## config.mk

```make
export PLATFORM = sky130hd
export DESIGN_NAME = audio_mode_decoder
export DESIGN_NICKNAME = d
export VERILOG_FILES = /design/src/rtl/amd_pkg.sv /design/src/rtl/amd_code_latch.sv /design/src/rtl/amd_mode_decode.sv /design/src/rtl/audio_mode_decoder.sv
export SDC_FILE = /design/constraint.sdc
export NUM_CORES = 1
export LEC_CHECK = 0
export ABC_AREA = 0
export BUFFER_PORTS_ARGS = -buffer_cell sky130_fd_sc_hd__buf_4
export CORE_AREA = 10 10 47 49
export CTS_CLUSTER_DIAMETER = 100
export CTS_CLUSTER_SIZE = 10
export DETAILED_ROUTE_END_ITERATION = 8
export DIE_AREA = 0 0 57 59
export GPL_ROUTABILITY_DRIVEN = 0
export PLACE_DENSITY = 0.3
export SYNTH_ARGS = -nofsm -noshare
export SYNTH_HDL_FRONTEND = slang
export SYNTH_SLANG_ARGS = --single-unit
```

## constraint.sdc

```tcl
create_clock -name clk -period 1.6 [get_ports clk]
set_input_delay 0.4 -clock clk [delete_from_list [all_inputs] [get_ports clk]]
set_output_delay 0.4 -clock clk [all_outputs]
set_load 0.01 [all_outputs]
```

## src/rtl/amd_pkg.sv

```systemverilog
package amd_pkg;

    localparam int MODE_W = 2;
    localparam int MODE_COUNT = 1 << MODE_W;

    typedef enum logic [MODE_W-1:0] {
        MODE_STEREO  = 2'b00,
        MODE_MONO_L  = 2'b01,
        MODE_MONO_R  = 2'b10,
        MODE_MONO_LR = 2'b11
    } amd_mode_e;

    typedef struct packed {
        logic stereo_int_n;
        logic stereo_lamp_n;
        logic stereo_rmt_n;
        logic mono_rmt_n;
        logic single_ch_n;
        logic stereo_req;
    } amd_status_t;

endpackage

```

## src/rtl/amd_code_latch.sv

```systemverilog
module amd_code_latch
    import amd_pkg::*;
(
    input  logic              clk,
    input  logic              rst,
    input  logic              cap_stb,
    input  logic [MODE_W-1:0] code_in,
    output logic [MODE_W-1:0] code_t,
    output logic [MODE_W-1:0] code_c
);

    typedef struct packed {
        logic [MODE_W-1:0] code;
    } latch_state_t;

    latch_state_t state_d;
    latch_state_t state_q;

    always_comb begin
        state_d = state_q;
        if (rst) begin
            state_d.code = MODE_STEREO;
        end else if (cap_stb) begin
            state_d.code = code_in;
        end
    end

    always_ff @(posedge clk) begin
        state_q <= state_d;
    end

    assign code_t = state_q.code;
    assign code_c = ~state_q.code;

endmodule

```

## src/rtl/amd_mode_decode.sv

```systemverilog
module amd_mode_decode
    import amd_pkg::*;
(
    input  logic [MODE_W-1:0] code_t,
    input  logic [MODE_W-1:0] code_c,
    output amd_status_t       status
);

    logic [MODE_COUNT-1:0] hit;

    // Each mode matches where the true rail is set for its one bits and the
    // complement rail is set for its zero bits.
    for (genvar m = 0; m < MODE_COUNT; m++) begin : g_match
        localparam logic [MODE_W-1:0] KEY = MODE_W'(m);
        assign hit[m] = &((code_t & KEY) | (code_c & ~KEY));
    end

    logic is_stereo;
    logic is_one_side;
    logic is_mono;

    always_comb begin
        is_stereo   = hit[MODE_STEREO];
        is_one_side = hit[MODE_MONO_L] | hit[MODE_MONO_R];
        is_mono     = is_one_side | hit[MODE_MONO_LR];

        status.stereo_int_n  = ~is_stereo;
        status.stereo_lamp_n = ~is_stereo;
        status.stereo_rmt_n  = ~is_stereo;
        status.mono_rmt_n    = ~is_mono;
        status.single_ch_n   = ~is_one_side;
        status.stereo_req    = is_stereo;
    end

endmodule

```

## src/rtl/audio_mode_decoder.sv

```systemverilog
module audio_mode_decoder
    import amd_pkg::*;
#(
    parameter int EQ_LANES = 2
) (
    input  logic                clk,
    input  logic                rst,
    input  logic                cap_stb,
    input  logic [1:0]          mode_code,
    output logic                stereo_int_n,
    output logic                stereo_lamp_n,
    output logic                stereo_rmt_n,
    output logic                mono_rmt_n,
    output logic                single_ch_n,
    output logic [EQ_LANES-1:0] eq_stereo_req
);

    logic [MODE_W-1:0] code_t;
    logic [MODE_W-1:0] code_c;
    amd_status_t       status;

    amd_code_latch u_latch (
        .clk     (clk),
        .rst     (rst),
        .cap_stb (cap_stb),
        .code_in (mode_code),
        .code_t  (code_t),
        .code_c  (code_c)
    );

    amd_mode_decode u_decode (
        .code_t (code_t),
        .code_c (code_c),
        .status (status)
    );

    assign stereo_int_n  = status.stereo_int_n;
    assign stereo_lamp_n = status.stereo_lamp_n;
    assign stereo_rmt_n  = status.stereo_rmt_n;
    assign mono_rmt_n    = status.mono_rmt_n;
    assign single_ch_n   = status.single_ch_n;

    for (genvar i = 0; i < EQ_LANES; i++) begin : g_eq
        assign eq_stereo_req[i] = status.stereo_req;
    end

endmodule

```

After elaboration in Yosys (flattened, before gate mapping). Cells that the tools add are included.

Bitwise logic cells: 8. Reductions and logical operators: 4.

Operators by type and width (count): $reduce_and A2 Y1 (4); $not A1 Y1 (3); $not A2 Y2 (1); $or A1 B1 Y1 (2); $or A1 B2 Y2 (1); $or A2 B1 Y2 (1).

Register bits: 2. Input port bits: 5. Output and inout bits: 7. Logic and storage cells: 13.

Depth between registers and ports, before layout. Gate-level depths: netlist (run 1).

Depth after elaboration: 6. Mapped depth: 4. Depth with buffers taken out: 3.

Cells and area by module. From an unflattened synthesis (run 1), not the netlist that was laid out.

Cells, all modules: 17. Area total of the unflattened synthesis: 132.6 um^2.

By module, submodules not included: amd_code_latch (instances 1, cells each 8, area an instance 75.1 um^2, sequential area each 40.0 um^2); amd_mode_decode (instances 1, cells each 8, area an instance 50.0 um^2, sequential area each 0.0 um^2); audio_mode_decoder (instances 1, cells each 1, area an instance 7.5 um^2, sequential area each 0.0 um^2).

Least setup slack after synthesis (run 1). No wires, ideal clock.

Kind: register -> output. Start point: register u_latch.state_q, in the netlist u_latch.code_t[0]. End point: output port stereo_lamp_n. Arrival time: 0.782 ns. Required time: 1.200 ns. Path slack: 0.418 ns. Stages on the path, launching flop included: 5. Path buffers: 1. Cell sequence: dfxtp_1 inv_1 ha_1 inv_1 buf_4.

Longest elaborated chain between the ends: 3.

RTL lines: start, declared (RTL line amd_code_latch.sv:17) `latch_state_t state_q;`; start signal, assigned (RTL line amd_code_latch.sv:29) `state_q <= state_d;`; $not A2 Y2 (RTL line amd_code_latch.sv:33) `assign code_c = ~state_q.code;`; $reduce_and A2 Y1 (RTL line amd_mode_decode.sv:15) `assign hit[m] = &((code_t & KEY) | (code_c & ~KEY));`; $not A1 Y1; end, declared (RTL line audio_mode_decoder.sv:11) `output logic stereo_lamp_n,`.

Every way passes these cells.

Final worst setup path (run 1).
Start point: register u_latch.state_q, in the netlist u_latch.code_t[0]. End point: output port single_ch_n.

Longest elaborated chain between the ends: 5. Elaborated cells between the ends (all ways): 7. Those cells by class: 5 x bitwise; 2 x reduce/logical.

RTL lines: $not A2 Y2 (RTL line amd_code_latch.sv:33); $or A2 B1 Y2 (RTL line amd_mode_decode.sv:15); $reduce_and A2 Y1 (RTL line amd_mode_decode.sv:15); $or A1 B1 Y1 (*) (RTL line amd_mode_decode.sv:24) `is_one_side = hit[MODE_MONO_L] | hit[MODE_MONO_R];`; $not A1 Y1 (*) (RTL line amd_mode_decode.sv:31) `status.single_ch_n = ~is_one_side;`; end, declared (RTL line audio_mode_decoder.sv:14) `output logic single_ch_n,`.

Every way passes the cells marked *; elsewhere a longest branch is shown, timed or not.

==> metrics.txt, run 1 <==
status completed; Via density roughly 3; WL final 385 µm; Vias 125; Mapped Cells 16; Worst Skew 0 ns; DRC viols 0; number of port buffers 11; num ports 12; Max Freq approximately 700 MHz; worst stage delay on the critical path roughly 0.31 ns; Die Span X 57 µm; Syn Nets 23; Final TNS setup 0 ns; unique cell type count in the Yosys netlist 6; Crit path max-delay family flip-flops; post_cts resized 0; max FFs per register 2; pin count of the biggest net entering global routing 4; Initial Utilization around a tenth; Sequential cell area 40.0 µm²; Finish-stage setup viols 0; P_leak between 0.1 and 0.15 nW; layout cell share with drive strength beyond 1 around 54%; Post-CTS Hold Fix Bufs 0; Setup crit end kind output port; crit path kind reg -> out; global-route wire length before repair 621 µm; die area 3360 µm²; crit path time final 1.43 ns; VDD IR-drop max 321 µV; per-cell routed wire length 9.17 µm; clock latency on the worst-skew pair ~0.22 ns; FF+latch count, synth 2; Multi-input gate area roughly 53 µm²; Slew Viols, Final 0; Worst Path Max Fanout 2; Final Cell Area around 230 µm²; CTS Buffer Depth 2; Mapped Area ~140 µm²; initial drt markers 1; Die Y-Extent just under 60 µm; Worst-path clk slew about 0.030 ns; worst hold slack 0.345 ns; RSZ-0062 raised after global routing false; vias in the first global route approximately 150; Placed Cells 39; Max-Cap Viols 0; final core utilization 16.6%; area grow syn2layout 69.1%; Yosys warning count 0; mean post-synth cell area approximately 8.6 µm²; cells along the critical path inv_1, ha_1, inv_1, buf_4; final hold viol count 0; Pwr Density ~960 nW/µm²; final cell count without fillers 42; CP dominant cell by count inv_1; worst slew pin tran 0.139 ns; antenna cell count 0; CP max-delay cell dfxtp_1; DRT antenna net count 0; Tot GR Track Use under 10%; CTS tree yes; Root Driver clkbuf_4; Worst slew margin 90.5%; worst min-delay path class in -> reg; clock sinks 2; Tcrit/Tclk final between 80 and 90%; CTS HTree Levels 1; DR pass1 iterations 2; DP Area ~210 µm²; postcts setup bufs 0; fillers ~170; Startpoint Class flop; sequential share of the synthesized area 29.1%; Worst Path Arrival approximately 1.0 ns; Crit path required time between 1 and 1.5 ns; grt ovf 0; crit path buf inv count 3; core area about 1400 µm²; cts bufs inserted 3; antenna violations before repair 0; FP Rows 14; Nets 35
[layout by cell type (no fill, tap or decap), drive strengths merged]
cell	Yosys	final
clkbuf	0	3
ha	2	2
dfxtp	2	2
buf	4	11
mux2i	2	2
nor2	2	2
inv	4	4
[cell usage after synthesis]
master	n	area, µm²
mux2i_1	2	20.0
ha_1	2	25.0
inv_1	4	15.0
nor2_1	2	7.51
dfxtp_1	2	40.0
buf_4	4	30.0
[through the flow]
step           worst slack (ns)  power [W]
2_1_floorplan             0.418  0.0000916
3_3_place_gp              0.360   0.000118
3_5_place_dp              0.390   0.000118
4_1_cts                   0.144   0.000234
5_1_grt                  0.0865   0.000243
6_report                  0.167   0.000225
[power by group]
group / internal (W) / total [W] / switching [W]
Sequential: 0.0000533 / 0.0000547 / 0.00000137
Clock: 0.0000826 / 0.000109 / 0.0000267
Combinational: 0.0000333 / 0.0000606 / 0.0000273
Total: 0.000169 / 0.000225 / 0.0000554
[metal layers]
metal / global-route usage (%) / wire length [µm]
met1: 2.01 / 134
met5: 0 / 0
met4: 4.03 / 8
met2: 2.64 / 141
met3: 3.22 / 100
[layout make-up]
type                    instances  area share [%]
clock buffers                   3            9.68
inverters                       4            6.45
multi-input cells               6            22.6
flip-flops and latches          2            17.2
well taps                      16            8.60
repair buffers                 11            35.5
[cells by family (layout without fill, tap and decap cells)]
logic type	after synthesis	in the layout	synth area share [%]
buffers and inverters	8	18	32.7
flip-flops	2	2	29.1
AND/OR/NAND/NOR	2	2	5.46
adder cells (fa/ha/maj)	2	2	18.2
multiplexers	2	2	14.5
[worst paths after layout]
check,start,slack [ns],end,cells after the start
setup reg to reg,u_latch.code_t[1]$_SDFFE_PP0P_,1.00,u_latch.code_t[1]$_SDFFE_PP0P_,2
hold reg to reg,u_latch.code_t[0]$_SDFFE_PP0P_,0.49,u_latch.code_t[0]$_SDFFE_PP0P_,2
hold / removal,rst,0.34,u_latch.code_t[1]$_SDFFE_PP0P_,2
setup / recovery,u_latch.code_t[0]$_SDFFE_PP0P_,0.17,single_ch_n,4
Note: power is estimated with default switching activity, not from simulation.
==> run 2, diff against run 1 <==
--- a/config.mk
+++ b/config.mk
@@ -7,6 +7,7 @@
 export LEC_CHECK = 0
 export ABC_AREA = 0
 export BUFFER_PORTS_ARGS = -buffer_cell sky130_fd_sc_hd__buf_4
+export CAP_MARGIN = 15
 export CORE_AREA = 10 10 47 49
 export CTS_CLUSTER_DIAMETER = 100
 export CTS_CLUSTER_SIZE = 10
@@ -14,6 +15,7 @@
 export DIE_AREA = 0 0 57 59
 export GPL_ROUTABILITY_DRIVEN = 0
 export PLACE_DENSITY = 0.3
+export REMOVE_ABC_BUFFERS = 1
 export SYNTH_ARGS = -nofsm -noshare
 export SYNTH_HDL_FRONTEND = slang
 export SYNTH_SLANG_ARGS = --single-unit
==> run 2 against run 1 <==
  * Clock-buffer cell count stayed put
  * Fmax fell by 0.93%
  * Clock power hardly changed
  * Sequential share of layout area unchanged
  * Register-to-register slack is essentially flat
  * Non-clock buffer count stayed put
  * Total power fell by 0.12%
  * Die area stayed put
  * Setup slack lost 0.013 ns
  * Sequential power is essentially flat
  * Routed wire length grew 7.8%
  * Hold slack worse by 0.0037 ns
  * Largest cell class unchanged
==> metrics.txt, run 2 (synthesized netlist as in run 1, its figures left out) <==
R2R Path Start u_latch.code_t[1]$_SDFFE_PP0P_; Worst Skew 0 ns; worst slew pin tran around 0.15 ns; Startpoint Class flop; Via density 2.95; number of port buffers 11; Worst Path Max Fanout 2; DRT antenna net count 0; antenna violations before repair 0; antenna cell count 0; clock sinks 2; Slew Viols, Final 0; Final Cell Area approximately 230 µm²; R2R depth 2; Worst slew margin around 90%; Pwr Density around 960 nW/µm²; crit path kind reg -> out; num ports 12; commonest non-fill, non-tap cell in the layout buf_4; Max-Cap Viols 0; postcts setup bufs 0; Nets 35; most frequent cells in the layout 11 x buf_4, 4 x inv_1, 3 x clkbuf_4; area grow syn2layout 69.1%; worst hold slack between 0.3 and 0.4 ns; Worst Path Arrival 1.05 ns; DRC viols 0; RSZ-0062 raised after global routing false; final hold viol count 0; clock latency on the worst-skew pair about 0.22 ns; status completed; VDD IR-drop max ~240 µV; WL final between 400 and 500 µm; CTS Buffer Depth 2; HP Start rst; Final TNS setup 0 ns; Root Driver clkbuf_4; global-route wire length before repair 634 µm; Reg2Reg Setup Slack between 0.9 and 1 ns; core area 1400 µm²; Finish-stage setup viols 0; Vias 124; vias in the first global route between 100 and 150; DP Area 210 µm²; Worst Setup EP single_ch_n; launch point of the worst path u_latch.code_t[0]$_SDFFE_PP0P_; Max Freq ~700 MHz; Worst R2R End u_latch.code_t[1]$_SDFFE_PP0P_; max FFs per register 2; Worst-path clk slew ~0.030 ns; Tcrit/Tclk final 90.4%; cts bufs inserted 3; worst min-delay path class in -> reg; Place WS 0.377 ns; DR pass1 iterations 3; Setup crit end kind output port; Post-CTS Hold Fix Bufs 0; die area approximately 3400 µm²; Tot GR Track Use under 10%; pin count of the biggest net entering global routing 4; Die Span X about 57 µm; Die Y-Extent 59 µm; crit path time final about 1.4 ns; final core utilization around 17%; post_cts resized 0; P_leak 0.126 nW; layout cell share with drive strength beyond 1 about 54%; per-cell routed wire length ~10 µm; Crit path required time around 1.2 ns; FP Rows 14; CTS HTree Levels 1; Initial Utilization about a tenth; initial drt markers 3; grt ovf 0; CTS tree yes; worst setup margin between 0.15 and 0.2 ns
==> run 2: worst max-delay path, stage by stage, from the launching register on <==
cell and delay, ns:
dfxtp_1 0.31, inv_1 0.06, ha_1 0.28, inv_1 0.06
buf_4 0.11
==> run 2: worst min path at each step <==
stage / endpoint / slack [ns] / cells past startpoint
finish: u_latch.code_t[0]$_SDFFE_PP0P_ / 0.34 / 2
global route: u_latch.code_t[0]$_SDFFE_PP0P_ / 0.33 / 2
CTS: u_latch.code_t[0]$_SDFFE_PP0P_ / 0.33 / 2
detailed placement: u_latch.code_t[0]$_SDFFE_PP0P_ / 0.49 / 2
global placement: u_latch.code_t[1]$_SDFFE_PP0P_ / 0.49 / 2
floorplan: u_latch.code_t[0]$_SDFFE_PP0P_ / 0.46 / 2
==> run 2: per-layer routing <==
| layer | GRT usage [%] | wire, µm | share of wire (%) |
|---|---|---|---|
| met5 | 0 | 0 | 0 |
| met4 | 3.02 | 0 | 0 |
| met3 | 4.29 | 104 | 25 |
| met2 | 1.71 | 109 | 26 |
| met1 | 2.86 | 201 | 48 |
==> run 2: cell type report <==
| class | instances | area [µm²] |
|---|---|---|
| timing repair buffer | 11 | 82.6 |
| fill | 162 | 1170 |
| sequential | 2 | 40.0 |
| inverter | 4 | 15.0 |
| tap | 16 | 20.0 |
| multi-input combinational | 6 | 52.6 |
| clock buffer | 3 | 22.5 |
==> run 2: where the power goes <==
part	internal (W)	switching (W)	leakage, nW
Clock	0.0000826	0.0000263	0.0138
Sequential	0.0000533	0.00000135	0.0165
Combinational	0.0000330	0.0000277	0.0956
Total	0.000169	0.0000554	0.126
==> run 2: stage by stage <==
stage               power (W)  std cells
global route         0.000247         42
global placement     0.000117         39
CTS                  0.000235         42
detailed placement   0.000118         39
floorplan           0.0000790         12
finish               0.000224         42
